File: src/rtl/polar_enc_pkg.sv
package polar_enc_pkg;

   // Reverse the lowest 'width' bits of an index.
   function automatic int unsigned bit_rev(input int unsigned idx, input int unsigned width);
      int unsigned r;
      r = 0;
      for (int unsigned i = 0; i < width; i++) begin
         r = (r << 1) | ((idx >> i) & 1);
      end
      return r;
   endfunction

   // Line pair joined by cell 'p' of a stage whose span is 'span'.
   function automatic int unsigned pair_lo(input int unsigned p, input int unsigned span);
      return (p / span) * 2 * span + (p % span);
   endfunction

endpackage

File: src/rtl/polar_kernel_cell.sv
module polar_kernel_cell (
   input  logic a_in,
   input  logic b_in,
   output logic a_out,
   output logic b_out
);
   // Lower-triangular kernel: (a, b) -> (a ^ b, b)
   always_comb begin
      a_out = a_in ^ b_in;
      b_out = b_in;
   end
endmodule

File: src/rtl/polar_xor_stage.sv
module polar_xor_stage #(
   parameter int N    = 16,
   parameter int SPAN = 1
) (
   input  logic [N-1:0] d,
   output logic [N-1:0] q
);
   import polar_enc_pkg::*;

   localparam int CELLS = N / 2;

   if (SPAN < 1 || SPAN >= N || (SPAN & (SPAN - 1)) != 0) begin : g_bad_span
      $error("polar_xor_stage: SPAN must be a power of two below N");
   end

   for (genvar p = 0; p < CELLS; p++) begin : g_cell
      localparam int LO = int'(pair_lo(p, SPAN));
      localparam int HI = LO + SPAN;
      polar_kernel_cell i_cell (
         .a_in  (d[LO]),
         .b_in  (d[HI]),
         .a_out (q[LO]),
         .b_out (q[HI])
      );
   end
endmodule

File: src/rtl/polar_bitrev_perm.sv
module polar_bitrev_perm #(
   parameter int LOG2N = 4
) (
   input  logic [(1<<LOG2N)-1:0] d,
   output logic [(1<<LOG2N)-1:0] q
);
   import polar_enc_pkg::*;

   localparam int N = 1 << LOG2N;

   for (genvar k = 0; k < N; k++) begin : g_wire
      localparam int SRC = int'(bit_rev(k, LOG2N));
      assign q[k] = d[SRC];
   end
endmodule

File: src/rtl/polar_butterfly_net.sv
module polar_butterfly_net #(
   parameter int LOG2N = 4
) (
   input  logic [(1<<LOG2N)-1:0] u,
   output logic [(1<<LOG2N)-1:0] x
);
   localparam int N = 1 << LOG2N;

   logic [N-1:0] lvl [LOG2N+1];

   assign lvl[0] = u;

   for (genvar s = 0; s < LOG2N; s++) begin : g_stage
      polar_xor_stage #(
         .N    (N),
         .SPAN (1 << s)
      ) i_stage (
         .d (lvl[s]),
         .q (lvl[s+1])
      );
   end

   assign x = lvl[LOG2N];
endmodule

File: src/rtl/polar_enc_par.sv
module polar_enc_par #(
   parameter int LOG2N = 4,
   parameter int N     = 1 << LOG2N
) (
   input  logic         clk,
   input  logic         rst,
   input  logic         in_vld,
   input  logic [N-1:0] in_word,
   output logic         out_vld,
   output logic [N-1:0] out_word
);
   if (LOG2N < 1 || LOG2N > 12) begin : g_bad_log
      $error("polar_enc_par: LOG2N out of range 1..12");
   end
   if (N != (1 << LOG2N)) begin : g_bad_n
      $error("polar_enc_par: N must equal 2**LOG2N");
   end

   logic [N-1:0] nat_cw;
   logic [N-1:0] rev_cw;

   polar_butterfly_net #(.LOG2N(LOG2N)) i_net (
      .u (in_word),
      .x (nat_cw)
   );

   polar_bitrev_perm #(.LOG2N(LOG2N)) i_perm (
      .d (nat_cw),
      .q (rev_cw)
   );

   always_ff @(posedge clk) begin
      if (rst) begin
         out_vld  <= 1'b0;
         out_word <= '0;
      end else begin
         out_vld <= in_vld;
         if (in_vld) begin
            out_word <= rev_cw;
         end
      end
   end
endmodule

File: config.mk
export PLATFORM = sky130hd
export DESIGN_NAME = polar_enc_par
export DESIGN_NICKNAME = d
export VERILOG_FILES = /design/src/rtl/polar_enc_pkg.sv /design/src/rtl/polar_kernel_cell.sv /design/src/rtl/polar_xor_stage.sv /design/src/rtl/polar_bitrev_perm.sv /design/src/rtl/polar_butterfly_net.sv /design/src/rtl/polar_enc_par.sv
export SDC_FILE = /design/constraint.sdc
export NUM_CORES = 1
export LEC_CHECK = 0
export BUFFER_PORTS_ARGS = -buffer_cell sky130_fd_sc_hd__buf_2
export CAP_MARGIN = 20
export CORE_MARGIN = 2
export CORE_UTILIZATION = 50
export CTS_BUF_LIST = sky130_fd_sc_hd__clkbuf_16
export DETAILED_ROUTE_END_ITERATION = 6
export PLACE_DENSITY = 0.81
export SETUP_SLACK_MARGIN = 0.2
export SLEW_MARGIN = 30
export SYNTH_ARGS = -nofsm -noshare
export SYNTH_HDL_FRONTEND = slang
export SYNTH_HIERARCHICAL = 1
export SYNTH_SLANG_ARGS = --single-unit
File: constraint.sdc
create_clock -name clk -period 3.6 [get_ports clk]
set_clock_uncertainty 0.05 [all_clocks]
set_input_delay 0.36 -clock clk [delete_from_list [all_inputs] [get_ports clk]]
set_output_delay 0.36 -clock clk [all_outputs]
set_load 0.01 [all_outputs]
; Word-level counts from Yosys, hierarchy flattened
; Cells that the tools add are included.
[totals]
reg_bits = 17
in_bits = 19
output_inout_bits = 17
elab_cells = 34
[op_classes]
bitwise = 32
[ops]
columns = op, count
row1 = bitwise XOR 1 bit, 32

; Longest topological paths before layout
; Gate-level depths: netlist of the first run.
[logic_depth]
word_depth = 4
depth_mapped = 7
depth_no_buf = 6

; Modules after synthesis
; Netlist of the first run, hierarchy kept.
[by_module_without_submodules]
columns = module, instances, cells_per_inst, area_each_um2, seq_area_each_um2
row1 = polar_enc_par, 1, 54, 608.1, 340.3
row2 = polar_kernel_cell, 32, 2, 16.3, 0.0
row3 = polar_bitrev_perm, 1, 16, 120.1, 0.0

; Worst setup path after synthesis of the first run
; OpenSTA, ideal clock, no wires.
[synth_timing]
path_kind = input to register
startpoint = input in_word[15]
endpoint = register out_word[0]
setup_ns = 0.115
t_arrival_ns = 1.347
path_slack_ns = 2.087
cell_stages = 7
n_path_buf = 1
cell_sequence = xor2_1 > xor2_1 > xor2_1 > xor2_1 > buf_4 > mux2i_1 > nor2_1
[synth_rtl]
columns = element, line_no
row1 = from (decl), polar_enc_par.sv:8  ; input logic [N-1:0] in_word,
row2 = to (signal assigned), polar_enc_par.sv:39  ; out_word <= rev_cw;
row3 = to (decl), polar_enc_par.sv:10  ; output logic [N-1:0] out_word

; Worst setup path after layout of the first run
[layout_timing]
startpoint = input in_word[15]
endpoint = register out_word[0]
[layout_between]
elab_chain_cells = 4
[layout_lines]
columns = element, line_no
row1 = bitwise XOR 1 bit, polar_kernel_cell.sv:9  ; a_out = a_in ^ b_in;
row2 = named net nat_cw[14], polar_enc_par.sv:19  ; logic [N-1:0] nat_cw;
row3 = bitwise XOR 1 bit, polar_kernel_cell.sv:9
row4 = named net nat_cw[12], polar_enc_par.sv:19
row5 = bitwise XOR 1 bit, polar_kernel_cell.sv:9
row6 = named net nat_cw[8], polar_enc_par.sv:19
row7 = bitwise XOR 1 bit, polar_kernel_cell.sv:9
row8 = named net nat_cw[0], polar_enc_par.sv:19
; The timed path passes the listed nets, and every way through them passes these cells.
; A chain may end at the register's enable or synchronous reset.

==> results.ini, run 1 <==
[setup_path]
cp-endpoint = out_word[0]$_SDFFE_PP0P_
r2r_cells = 2
timing.critical_path.max_delay_family = XOR/XNOR gates
crit_chain = buf_2 -> xor2_1 -> xor2_1 -> xor2_1 -> xor2_1 -> mux2i_1 -> nor2_1
path_depth = 7
crit_type = primary input to flop
worstPathRequired_ns = 3.74
cpMostUsedCell = xor2_1
arrival_ns = 1.83
cp_num_buf_inv = 1
slowest_delay_ns = 0.38
slowest_stage = xor2_1
critPathMaxFanout = 5
reg2reg_from = out_word[7]$_SDFFE_PP0P_
reg2reg_slack_ns = 2.92
start_kind = primary input
crit_start = in_word[15]
cp-end-kind = flop
worstReg2RegEnd = out_word[7]$_SDFFE_PP0P_

[global_route]
antenna_found_initial = 0
grt_pass1_vias = 657
grt_pass1_wl_mm = 2.92
grt_overflow = 0
grt_max_degree = 18
track_usage_pct = 14.3

[timing]
grt_setup_unrepaired = no
setup_viol = 0
max_slew_margin_pct = 68.9
finalSetupTns_ns = 0
worst_pin_slew_ns = 0.467
hold_viol = 0
maxSlewViolCount = 0
clock.fmax_mhz = 590
period_needed_ns = 1.69
finalCritPeriodShare_pct = 47.1

[die]
die-width_um = 54.0
io-pin-count = 36
core_um2 = 2410
start_util_pct = 51.8
num_rows = 18
die-height_um = 54.0
die_area_um2 = 2910

[place]
portBuffers = 35
dp.final_hpwl_mm = 1.48
place_congestion = 0.805

[clock_tree]
cts.clk_slew.worst_paths_ns = 0.05
clockBufferDepth = 2
clock_latency_ns = 0.25
cts_root_buf = clkbuf_16
post_cts_buffers = 0
cts-resized-gates = 0
holdBufCountCts = 0
cts.sinks = 17
cts_tree = yes
cts.htree.levels = 1
cts_buffers = 3

[yosys]
synth_top_area_cell = buf_4
synth_area_um2 = 1250
ys_warn_count = 6
syn_inst = 134
synth.area.top_cells = buf_4, dfxtp_1, xor2_1
avgSynthCellArea_um2 = 9.32
syn_nets = 153
synth_cell_types = 9
yosysTopAreaCellShare_pct = 28.9
yosysSeqAreaShare_pct = 27.3
ys_ff_latch = 17

[drt]
first_pass_iters = 4
drt_iter0_drc = 6
wire_per_inst_um = 11.6
drc = 0
wl_mm = 1.75
ant_nets = 0
via_per_inst = 4.40
vias = 664

[hold_path]
hp-class = primary input to flop

[power]
pwr_density_cell_nw_per_um2 = 529
p_leak_nw = 0.602
p_total_uw = 602
ir_drop_v = 0.000235

[run]
drv_cap = 0

[layout]
area_growth_pct = -8.82
final.fill_count = 233
drive_above_1_share_pct = 31.4
multi_input_area_um2 = 507
seqCellArea_um2 = 340
diodes = 0
fin_nets = 141

[outcome]
status = finished clean

-- metal layers --
metal | wire (µm) | up-vias | global-route usage, % | part of all wire [%]
met4 | 28 | 0 | 8.75 | 1.6
met5 | 0 | - | 0 | 0
li1 | - | 343 | - | -
met1 | 747 | 292 | 17.6 | 43
met3 | 107 | 3 | 2.50 | 6.1
met2 | 864 | 26 | 23.2 | 49
-- state kept, by name (all words and copies together), names as in the netlist --
signal,cells
out_vld,1
out_word,16
-- worst min-delay path, delay by kind of cell --
family | cells | cell delay [ns]
buffers and inverters | 1 | 0.15
multiplexers | 1 | 0.09
AND/OR/NAND/NOR | 1 | 0.07
-- cell families (layout without fill, tap and decap cells) --
family                 after synthesis  after routing  synth area share [%]
multiplexers                        16             16                  12.8
AND/OR/NAND/NOR                     17             17                  5.31
XOR/XNOR                            32             32                  22.4
buffers and inverters               52             39                  32.2
flip-flops                          17             17                  27.3
-- cell type report --
| class | instances | share of cell area (%) |
|---|---|---|
| sequential | 17 | 29.9 |
| tap | 30 | 3.30 |
| timing repair buffer | 35 | 15.4 |
| clock buffer | 3 | 6.59 |
| multi-input combinational | 65 | 44.5 |
| clock inverter | 1 | 0.330 |
-- through the flow --
stage / setup slack, ns / utilization, % / instance area [µm²] / hold WS (ns) / cells
after floorplan: 2.09 / - / 1250 / 0.481 / 134
after detailed placement: 1.65 / 44.0 / 1060 / 0.433 / 147
final: 1.91 / 47.2 / 1140 / 0.409 / 151
after CTS: 1.91 / 47.2 / 1140 / 0.408 / 151
after global routing: 1.76 / 47.2 / 1140 / 0.448 / 151
after global placement: 1.76 / 44.0 / 1060 / 0.420 / 147
-- worst min path at each step --
stage / endpoint / from / slack, ns / cells past startpoint
2_1_floorplan: out_word[0]$_SDFFE_PP0P_ / out_word[0]$_SDFFE_PP0P_ / 0.48 / 2
3_3_place_gp: out_word[2]$_SDFFE_PP0P_ / out_word[2]$_SDFFE_PP0P_ / 0.42 / 2
3_5_place_dp: out_word[9]$_SDFFE_PP0P_ / out_word[9]$_SDFFE_PP0P_ / 0.43 / 2
4_1_cts: out_word[15]$_SDFFE_PP0P_ / in_word[15] / 0.41 / 3
5_1_grt: out_vld$_SDFF_PP0_ / rst / 0.45 / 2
6_report: out_word[15]$_SDFFE_PP0P_ / in_word[15] / 0.41 / 3
-- cell usage after synthesis --
master,count
buf_2,2
nor2_1,16
buf_12,1
mux2i_1,16
nor2b_1,1
buf_4,48
buf_6,1
xor2_1,32
dfxtp_1,17
-- placed cells by master, fill, tap and decap left out --
| cell | count |
|---|---|
| buf_2 | 35 |
| xor2_1 | 32 |
| dfxtp_1 | 17 |
| mux2i_1 | 16 |
| nor2_1 | 16 |
| clkbuf_16 | 3 |
| nor2b_1 | 1 |
| inv_1 | 1 |
-- where the power goes --
group          internal (mW)  switching, mW
clock                  0.147         0.0692
sequential             0.213         0.0123
combinational         0.0724         0.0877
No activity file was read; power rests on OpenSTA's default activity.
==> run 2, diff against run 1 <==
--- a/config.mk
+++ b/config.mk
@@ -8,10 +8,10 @@
 export BUFFER_PORTS_ARGS = -buffer_cell sky130_fd_sc_hd__buf_2
 export CAP_MARGIN = 20
 export CORE_MARGIN = 2
-export CORE_UTILIZATION = 50
+export CORE_UTILIZATION = 46
 export CTS_BUF_LIST = sky130_fd_sc_hd__clkbuf_16
 export DETAILED_ROUTE_END_ITERATION = 6
-export PLACE_DENSITY = 0.81
+export PLACE_DENSITY = 0.79
 export SETUP_SLACK_MARGIN = 0.2
 export SLEW_MARGIN = 30
 export SYNTH_ARGS = -nofsm -noshare
==> constraint.sdc (replaced) <==
create_clock -name clk -period 1.4 [get_ports clk]
set_clock_uncertainty 0.05 [all_clocks]
set_input_delay 0.14 -clock clk [delete_from_list [all_inputs] [get_ports clk]]
set_output_delay 0.14 -clock clk [all_outputs]
set_load 0.01 [all_outputs]
==> run 2 against run 1 <==
  * Global-route usage is 1.5 points lower
  * Die area rose by 8.0%
  * Sequential power rose to 2.6 times the previous value
  * Largest power group unchanged
==> results.ini, run 2 (synthesis gave the netlist of run 1 again) <==
[place]
dpl.cell_count = 156  ; +6.1%
portBuffers = 35  ; unchanged
dp.final_hpwl_mm = 1.55  ; +4.7%
dp_slack_ns = -0.101  ; -1.75 ns
place_congestion = 0.767  ; -4.8%

[timing]
setup_slack_ns = 0.241  ; -1.66 ns
worst_pin_slew_ns = 0.466  ; -0.000677 ns
finalCritPeriodShare_pct = 82.8
grt_setup_unrepaired = no
finalSetupTns_ns = 0  ; unchanged
max_slew_margin_pct = 68.9  ; about the same
hold_viol = 0  ; unchanged
clock.fmax_mhz = 863
period_needed_ns = 1.16
maxSlewViolCount = 0  ; unchanged
setup_viol = 0  ; unchanged

[setup_path]
slowest_stage = xor2_4
crit_chain = buf_4 -> xor2_4 -> xor2_2 -> buf_4 -> buf_4 -> xor2_1 -> mux2i_1 -> nor2_1
cpMostUsedCell = buf_4
critPathMaxFanout = 2  ; -3
cp-end-kind = flop
timing.critical_path.max_delay_family = XOR/XNOR gates
slowest_delay_ns = 0.19  ; -0.19 ns
crit_type = primary input to flop
arrival_ns = 1.23  ; -0.60 ns
reg2reg_slack_ns = 0.73  ; -2.19 ns
crit_start = in_word[6]
start_kind = primary input
reg2reg_from = out_word[7]$_SDFFE_PP0P_
worstPathRequired_ns = 1.47  ; -2.27 ns
cp_num_buf_inv = 3  ; +2

[layout]
stdcell_count = 164  ; +8.6%
largestRegisters = out_word: 16 flops, out_vld: 1 flops
layout_commonest_cell = buf_2
fin_nets = 154  ; +9.2%
layout_common_cells = buf_2, xor2_1, buf_4, dfxtp_1
diodes = 0  ; unchanged
top_register = out_word
drive_above_1_share_pct = 47.0  ; +16 points
largest_reg_flops = 16  ; unchanged
area_growth_pct = 10.0
utilization_pct = 54.5  ; +7.2 points

[power]
ir_drop_v = 0.000642  ; +170%
p_leak_nw = 0.692  ; +15%
p_total_mw = 1.66  ; +180%
pwr_density_cell_nw_per_um2 = 1210  ; +130%

[run]
drv_cap = 0  ; unchanged

[hold_path]
hp-class = primary input to flop
hp-start = rst

[die]
core_um2 = 2520  ; +4.7%
io-pin-count = 36  ; unchanged
die-height_um = 56.1  ; +3.9%
start_util_pct = 49.5  ; -2.3 points
die_area_um2 = 3150  ; +8.0%
die-width_um = 56.1  ; +3.9%
num_rows = 18  ; unchanged

[drt]
wl_mm = 1.97  ; +13%
drc = 0  ; unchanged
drt_iter0_drc = 5  ; -1
vias = 722  ; +8.7%
via_per_inst = 4.40  ; +0.12%
first_pass_iters = 3  ; -1
wire_per_inst_um = 12.0  ; +3.9%
ant_nets = 0  ; unchanged

[clock_tree]
cts.clk_slew.worst_paths_ns = 0.05  ; about the same
cts_tree = yes
cts_root_buf = clkbuf_16
cts.htree.levels = 1  ; unchanged
cts.sinks = 17  ; unchanged
cts_buffers = 3  ; unchanged
clockBufferDepth = 2  ; unchanged
clock_latency_ns = 0.24  ; about the same

[global_route]
grt_max_degree = 18  ; unchanged
track_usage_pct = 12.8  ; -1.5 points
grt_pass1_wl_mm = 3.17  ; +8.8%
antenna_found_initial = 0  ; unchanged
grt_overflow = 0  ; unchanged
grt_pass1_vias = 730  ; +11%

[outcome]
status = finished clean

-- run 2: changes by cell type in the layout (fill, tap and decap cells not counted) --
cell / delta
buf_4: +18
xor2_1: -12
xor2_2: +10
buf_2: -7
buf_6: +2
xor2_4: +2
-- run 2: routing by layer --
metal | track usage, % | up-vias | wire length [µm]
li1 | - | 360 | -
met1 | 15.0 | 336 | 760
met2 | 22.0 | 24 | 1050
met3 | 1.40 | 2 | 129
met4 | 8.16 | 0 | 34
met5 | 0 | - | 0
-- run 2: metrics by stage --
step	hold slack (ns)	cell area, µm²
4_1_cts	0.204	1260
3_3_place_gp	0.424	1160
3_5_place_dp	0.429	1160
6_report	0.198	1370
5_1_grt	0.226	1370
2_1_floorplan	0.327	1280
-- run 2: power breakdown --
| group | switching (mW) | internal [mW] | total, mW |
|---|---|---|---|
| Clock | 0.164 | 0.378 | 0.542 |
| Sequential | 0.0314 | 0.548 | 0.579 |
| Combinational | 0.265 | 0.275 | 0.540 |
| Total | 0.461 | 1.20 | 1.66 |
-- run 2: path summary, 6_finish.rpt --
path / end / cells past startpoint
setup reg to reg: out_word[7]$_SDFFE_PP0P_ / 2
hold reg to reg: out_word[14]$_SDFFE_PP0P_ / 2
hold / removal: out_word[0]$_SDFFE_PP0P_ / 2
setup / recovery: out_word[2]$_SDFFE_PP0P_ / 8
-- run 2: final cells by class --
class / count / area (µm²)
Clock inverter: 1 / 3.75
Sequential cell: 17 / 340
Multi-Input combinational cell: 65 / 619
Clock buffer: 3 / 75.1
Fill cell: 228 / 1150
Tap cell: 30 / 37.5
Timing Repair Buffer: 48 / 298
-- run 2: what timing repair did --
item | in CTS | in global routing
pin swaps | 1 | 13
buffers inserted | 0 | 4
endpoints found under the setup margin | 1 | 2
resized for setup | 3 | 17
hold buffers | 0 | 0
